--- src/rtl/sc_blk_pkg.sv ---
package sc_blk_pkg;
    // Default widths shared by the monitor and its parts
    localparam int SC_LEN_W  = 8;
    localparam int SC_RT_W   = 24;
    // Prologue (3 bytes) plus epilogue (1 byte) outside the length byte
    localparam int SC_FRAME_OVERHEAD = 4;
endpackage

--- src/rtl/sc_cwt_timer.sv ---
module sc_cwt_timer #(
    parameter int RT_W = sc_blk_pkg::SC_RT_W
) (
    input  logic            clk,
    input  logic            rst_n,
    input  logic            baud_tick,
    input  logic            rx_start,
    input  logic            rx_end,
    input  logic            arm_ok,
    input  logic            tx_active,
    input  logic [RT_W-1:0] rt_value,
    output logic            expire
);
    typedef struct packed {
        logic            armed;
        logic [RT_W-1:0] cnt;
    } tmr_t;

    tmr_t s_d, s_q;

    always_comb begin
        s_d    = s_q;
        expire = 1'b0;
        if (tx_active) begin
            s_d.armed = 1'b0;
        end else if (rx_end && arm_ok) begin
            s_d.armed = 1'b1;
            s_d.cnt   = rt_value;
        end else if (rx_start) begin
            s_d.armed = 1'b0;
        end else if (s_q.armed && baud_tick) begin
            if (s_q.cnt <= RT_W'(1)) begin
                expire    = 1'b1;
                s_d.armed = 1'b0;
            end else begin
                s_d.cnt = s_q.cnt - RT_W'(1);
            end
        end
    end

    always_ff @(posedge clk or negedge rst_n) begin
        if (!rst_n) s_q <= '0;
        else        s_q <= s_d;
    end

    // expiry only from a running timer
    a_r6_expire_when_armed: assert property (@(posedge clk) disable iff (!rst_n)
        expire |-> s_q.armed);
    // a start bit without an end-of-character stops the timer
    a_r7_start_disarms: assert property (@(posedge clk) disable iff (!rst_n)
        (rx_start && !rx_end) |=> !s_q.armed);
    // transmit activity stops the timer
    a_r8_tx_disarms: assert property (@(posedge clk) disable iff (!rst_n)
        tx_active |=> !s_q.armed);
endmodule

--- src/rtl/sc_blk_len_counter.sv ---
module sc_blk_len_counter #(
    parameter int LEN_W = sc_blk_pkg::SC_LEN_W,
    parameter int CNT_W = LEN_W + 1
) (
    input  logic             clk,
    input  logic             rst_n,
    input  logic             rx_done,
    input  logic             tx_active,
    input  logic [LEN_W-1:0] blk_len,
    output logic [CNT_W-1:0] count,
    output logic             blk_end
);
    localparam logic [CNT_W-1:0] CNT_MAX  = '1;
    localparam logic [CNT_W-1:0] OVERHEAD = CNT_W'(sc_blk_pkg::SC_FRAME_OVERHEAD);

    typedef struct packed {
        logic [CNT_W-1:0] cnt;
    } cnt_t;

    cnt_t s_d, s_q;
    logic [CNT_W-1:0] target;
    logic [CNT_W-1:0] next_cnt;

    always_comb begin
        s_d      = s_q;
        target   = CNT_W'(blk_len) + OVERHEAD;
        next_cnt = s_q.cnt + CNT_W'(1);
        blk_end  = 1'b0;
        if (tx_active) begin
            s_d.cnt = '0;
        end else if (rx_done && s_q.cnt != CNT_MAX) begin
            s_d.cnt = next_cnt;
            blk_end = (next_cnt == target);
        end
    end

    always_ff @(posedge clk or negedge rst_n) begin
        if (!rst_n) s_q <= '0;
        else        s_q <= s_d;
    end

    assign count = s_q.cnt;

    // one increment per received character
    a_r2_increment: assert property (@(posedge clk) disable iff (!rst_n)
        (rx_done && !tx_active && s_q.cnt != CNT_MAX) |=> s_q.cnt == $past(s_q.cnt) + CNT_W'(1));
    // transmit activity holds the count at zero
    a_r3_tx_clears: assert property (@(posedge clk) disable iff (!rst_n)
        tx_active |=> s_q.cnt == '0);
    // no wrap at the top
    a_r11_saturate: assert property (@(posedge clk) disable iff (!rst_n)
        (s_q.cnt == CNT_MAX && !tx_active) |=> s_q.cnt == CNT_MAX);
endmodule

--- src/rtl/sc_sticky_flag.sv ---
module sc_sticky_flag (
    input  logic clk,
    input  logic rst_n,
    input  logic set,
    input  logic clr,
    input  logic ie,
    output logic flag,
    output logic irq
);
    typedef struct packed {
        logic flag;
    } flg_t;

    flg_t s_d, s_q;

    always_comb begin
        s_d = s_q;
        if (set)      s_d.flag = 1'b1;
        else if (clr) s_d.flag = 1'b0;
    end

    always_ff @(posedge clk or negedge rst_n) begin
        if (!rst_n) s_q <= '0;
        else        s_q <= s_d;
    end

    assign flag = s_q.flag;
    assign irq  = s_q.flag & ie;

    // flag holds without a clear pulse
    a_r9_sticky: assert property (@(posedge clk) disable iff (!rst_n)
        (s_q.flag && !clr) |=> s_q.flag);
    // a set event wins over a simultaneous clear
    a_r9_set_wins: assert property (@(posedge clk) disable iff (!rst_n)
        set |=> s_q.flag);
    // no request without an enable
    a_r10_irq_gated: assert property (@(posedge clk) disable iff (!rst_n)
        !ie |-> !irq);
endmodule

--- src/rtl/sc_blk_monitor.sv ---
module sc_blk_monitor #(
    parameter int LEN_W = sc_blk_pkg::SC_LEN_W,
    parameter int RT_W  = sc_blk_pkg::SC_RT_W,
    localparam int CNT_W = LEN_W + 1
) (
    input  logic             clk,
    input  logic             rst_n,
    input  logic             baud_tick,
    input  logic             rx_start,
    input  logic             rx_done,
    input  logic             rx_end,
    input  logic             tx_active,
    input  logic [RT_W-1:0]  rt_value,
    input  logic [LEN_W-1:0] blk_len,
    input  logic             rt_ie,
    input  logic             eob_ie,
    input  logic             rt_clr,
    input  logic             eob_clr,
    output logic             rt_flag,
    output logic             eob_flag,
    output logic             rt_irq,
    output logic             eob_irq,
    output logic [CNT_W-1:0] char_count
);
    logic             blk_end;
    logic             expire;
    logic             arm_ok;
    logic [CNT_W-1:0] cnt;

    sc_blk_len_counter #(.LEN_W(LEN_W), .CNT_W(CNT_W)) u_cnt (
        .clk(clk), .rst_n(rst_n), .rx_done(rx_done), .tx_active(tx_active),
        .blk_len(blk_len), .count(cnt), .blk_end(blk_end)
    );

    // Timer only runs once the block has at least one received character
    assign arm_ok = (cnt != '0) || rx_done;

    sc_cwt_timer #(.RT_W(RT_W)) u_tmr (
        .clk(clk), .rst_n(rst_n), .baud_tick(baud_tick), .rx_start(rx_start),
        .rx_end(rx_end), .arm_ok(arm_ok), .tx_active(tx_active),
        .rt_value(rt_value), .expire(expire)
    );

    sc_sticky_flag u_rt_flag (
        .clk(clk), .rst_n(rst_n), .set(expire), .clr(rt_clr), .ie(rt_ie),
        .flag(rt_flag), .irq(rt_irq)
    );

    sc_sticky_flag u_eob_flag (
        .clk(clk), .rst_n(rst_n), .set(blk_end), .clr(eob_clr), .ie(eob_ie),
        .flag(eob_flag), .irq(eob_irq)
    );

    assign char_count = cnt;

    // end of block only on a received character outside transmit
    a_r4_eob_on_char: assert property (@(posedge clk) disable iff (!rst_n)
        blk_end |-> (rx_done && !tx_active));
    // no timeout while the count is empty and no character arrives
    a_r8_idle_quiet: assert property (@(posedge clk) disable iff (!rst_n)
        (cnt == '0 && !rx_done) |-> !expire);
endmodule

--- config.mk ---
export PLATFORM = sky130hd
export DESIGN_NAME = sc_blk_monitor
export DESIGN_NICKNAME = d
export VERILOG_FILES = /design/src/rtl/sc_blk_pkg.sv /design/src/rtl/sc_cwt_timer.sv /design/src/rtl/sc_blk_len_counter.sv /design/src/rtl/sc_sticky_flag.sv /design/src/rtl/sc_blk_monitor.sv
export SDC_FILE = /design/constraint.sdc
export NUM_CORES = 1
export LEC_CHECK = 0
export ABC_AREA = 0
export BUFFER_PORTS_ARGS = -buffer_cell sky130_fd_sc_hd__buf_2
export CAP_MARGIN = 20
export CORE_UTILIZATION = 30
export CTS_BUF_LIST = sky130_fd_sc_hd__clkbuf_8
export CTS_CLUSTER_DIAMETER = 80
export DETAILED_ROUTE_END_ITERATION = 8
export SETUP_SLACK_MARGIN = 0.02
export SKIP_CTS_REPAIR_TIMING = 1
export SYNTH_ARGS = -nofsm -noshare
export SYNTH_HDL_FRONTEND = slang
export SYNTH_HIERARCHICAL = 1
export SYNTH_SLANG_ARGS = --single-unit
--- constraint.sdc ---
create_clock -name clk -period 6.54 [get_ports clk]
set_clock_uncertainty 0.05 [all_clocks]
set_input_delay 0 -clock clk [delete_from_list [all_inputs] [get_ports clk]]
set_output_delay 0 -clock clk [all_outputs]
set_load 0.005 [all_outputs]
==> run_results.csv <==
group,metric,value,unit
worst_setup_path,worst_setup_path_start_kind,"flip-flop",
timing,slew_headroom,43.8,%
worst_setup_path,critPathCaptureType,"flip-flop",
global_routing,grt_pass1_vias,2566,
floorplanning,core_area,8760,um^2
floorplanning,die_area,9500,um^2
global_routing,grt_pass1_wl,13.0,mm
run_status,status,"complete, but fails checks",
routing,num_vias,2722,
worst_setup_path,arrival,2.94,ns
clock_tree,cts_buffers,5,
timing,period_share,43.4,%
floorplanning,die_w,97.5,um
power_and_ir_drop,p_leak,1.36,nW
synth,yosysWarnings,6,
finish,drive_gt1_share,22.8,%
synth,synth_cell_types,64,
finish,fillers,900,
floorplanning,initial_utilization,31.2,%
synth,synthCells,315,
finish,area_growth,21.8,%
timing,hold_viol_final,5,
clock_tree,cts_tree,"yes",
synth,synth_seq_cells,36,
routing,drcViolationCount,0,
worst_setup_path,rrSetupSlack,3.70,ns
power_and_ir_drop,power_density,191,nW/um^2
worst_setup_path,critPathKind,"reg -> reg",
worst_setup_path,required,6.64,ns
timing,clock.fmax,352,MHz
floorplanning,row_count,34,
clock_tree,cts_root_buf,"clkbuf_8",
floorplanning,io_pins,56,
run_status,failed_checks,"negative hold slack",
routing,firstDrtPassIters,4,
flow_run,maxCapViolCount,0,
placement,dpl.hpwl,5.66,mm
clock_tree,cts.reportedPaths.clkPinSlew,0.08,ns
synth,syn_area,2730,um^2
timing,final_max_slew_viol_count,0,
clock_tree,cts.sinks,36,
routing,wl_met2,3.73,mm
synth,avgSynthCellArea,8.68,um^2
routing,m1WireLength,3.70,mm
timing,whs,-0.0292,ns
placement,routabilityCongestion,0.909,
finish,mostFrequentLayoutCell,"buf_2",
synth,syn-num-nets,363,
finish,layout.nets,430,
clock_tree,clk_latency,0.29,ns
finish,fin_util,38.0,%
power_and_ir_drop,peakVddDrop,69.1,uV
routing,vias_per_cell,5.56,
routing,top_layer,"met4",
worst_setup_path,r2r-start,"u_tmr/s_q[9]$_DFFE_PN0P_",
worst_setup_path,crit_path_start,"u_tmr/s_q[9]$_DFFE_PN0P_",
synth,synth_flop_cell,"dfrtp_1",
placement,numPortBuffers,55,
timing,min_period,2.84,ns
worst_setup_path,critPathCapture,"u_tmr/s_q[24]$_DFFE_PN0P_",
worst_setup_path,reg2reg_depth,6,
global_routing,grt_usage,16.9,%
routing,drt_iter0_drc,147,
timing,setup_viol,0,
routing,met3_length,394,um
clock_tree,cts_buffer_depth,2,
worst_setup_path,crit_path_max_fanout,10,
global_routing,overflow,0,
routing,ant_nets,0,
floorplanning,die_y,97.5,um
finish,layout_common_cells,"55 x buf_2, 36 x dfrtp_1, 35 x nand2_1",
timing,worst_slew_pin_slew,0.843,ns
timing,grt_setup_unrepaired,"no",
finish,antenna_cells,0,
worst_setup_path,r2r-end,"u_tmr/s_q[24]$_DFFE_PN0P_",
synth,yosysSeqAreaShare,33.0,%
global_routing,grt_max_degree,37,
synth,synth_edf_count,0,
clock_tree,htree_levels,2,
synth,synthArstFlopShare,100,%
routing,wl_per_cell,16.1,um
routing,drt-total-wl,7.91,mm
timing,finalSetupTns,0,ns
worst_hold_path,hp-class,"in -> reg",
global_routing,grt_antenna_before_repair,0,
-- power breakdown --
part           total (mW)  switching (mW)  internal, mW  leakage, nW
sequential          0.304          0.0493         0.255        0.450
clock               0.156          0.0835        0.0722       0.0400
combinational       0.175          0.0941        0.0807        0.870
-- metal layers --
metal  track usage, %  vias to the layer above
met5                0                        -
met4             5.66                        0
met3             2.45                        6
met2             26.5                       73
met1             23.7                     1322
li1                 -                     1321
-- kinds of logic (layout without fill, tap and decap cells) --
logic type	Yosys count	in the layout	share of synthesized area, %
AOI/OAI and AO/OA	65	65	17.7
adders and majority gates	5	5	2.29
DFF	36	36	33.0
xor gates and xnor gates	20	20	6.41
muxes	6	6	2.24
and+or+nand+nor	161	161	34.0
buffers and inverters	22	89	4.44
-- cell usage after synthesis (all sizes together), types with 3 or more instances --
cell type	number	area (um^2)
o211ai	6	45.0
nor4	15	136
nand2b	4	25.0
ha	5	62.6
and2	4	25.0
nor3b	4	35.0
buf	6	61.3
nand3	15	80.1
xnor2	12	105
dfrtp	36	901
nand4	11	75.1
o21ai	9	45.0
nand2	35	131
nor2	32	120
or4	6	50.1
a31oi	7	58.8
mux2i	5	50.1
or3	9	65.1
clkbuf	9	33.8
o311ai	6	52.6
o22ai	4	25.0
nor3	12	65.1
inv	7	26.3
nor4b	3	26.3
a21oi	12	71.3
and3	3	20.0
nand3b	4	42.5
a221o	4	40.0
xor2	8	70.1
-- cell type report --
type	count	area (um^2)	share of cell area (%)
well taps	108	135	4.06
flip-flops and latches	36	901	27.1
repair buffers	75	474	14.2
multi-input cells	257	1710	51.4
inverters	7	26.3	0.789
clock buffers	5	68.8	2.07
clock inverters	2	12.5	0.376
-- stage by stage --
step / std cells / worst slack, ns / area [um^2] / total power, mW / hold WS, ns
5_1_grt: 490 / 3.57 / 3330 / 0.681 / 0.00390
3_3_place_gp: 464 / 3.87 / 3060 / 0.469 / 0.108
2_1_floorplan: 315 / 4.33 / 2730 / 0.416 / -0.346
4_1_cts: 471 / 3.81 / 3140 / 0.634 / -0.214
3_5_place_dp: 464 / 3.84 / 3060 / 0.472 / 0.110
6_report: 490 / 3.70 / 3330 / 0.635 / -0.0292
-- how the worst min path moves through the flow --
stage	from	end	slack, ns	cells after the start
after CTS	rst_n	u_tmr/s_q[23]$_DFFE_PN0P_	-0.21	1
after global routing	rt_value[19]	u_tmr/s_q[19]$_DFFE_PN0P_	0.004	3
after floorplan	rst_n	u_cnt/count[0]$_DFFE_PN0P_	-0.35	0
final	rt_value[1]	u_tmr/s_q[1]$_DFFE_PN0P_	-0.03	3
after global placement	rst_n	u_tmr/s_q[9]$_DFFE_PN0P_	0.11	1
after detailed placement	rst_n	u_tmr/s_q[8]$_DFFE_PN0P_	0.11	1
-- state kept, by name (all words and copies together) (netlist names) --
name / flops
u_tmr/s_q: 25
u_eob_flag/flag: 1
u_rt_flag/flag: 1
u_cnt/count: 9
-- worst max-delay path: stages (launching register included) --
cell,delay (ns)
dfrtp_1,0.46
nor4_4,0.51
nand3b_4,0.19
nor3_2,0.66
a211o_1,0.22
dlygate4sd3_1,0.54
a21oi_1,0.07
(Power assumes the default switching activity.)
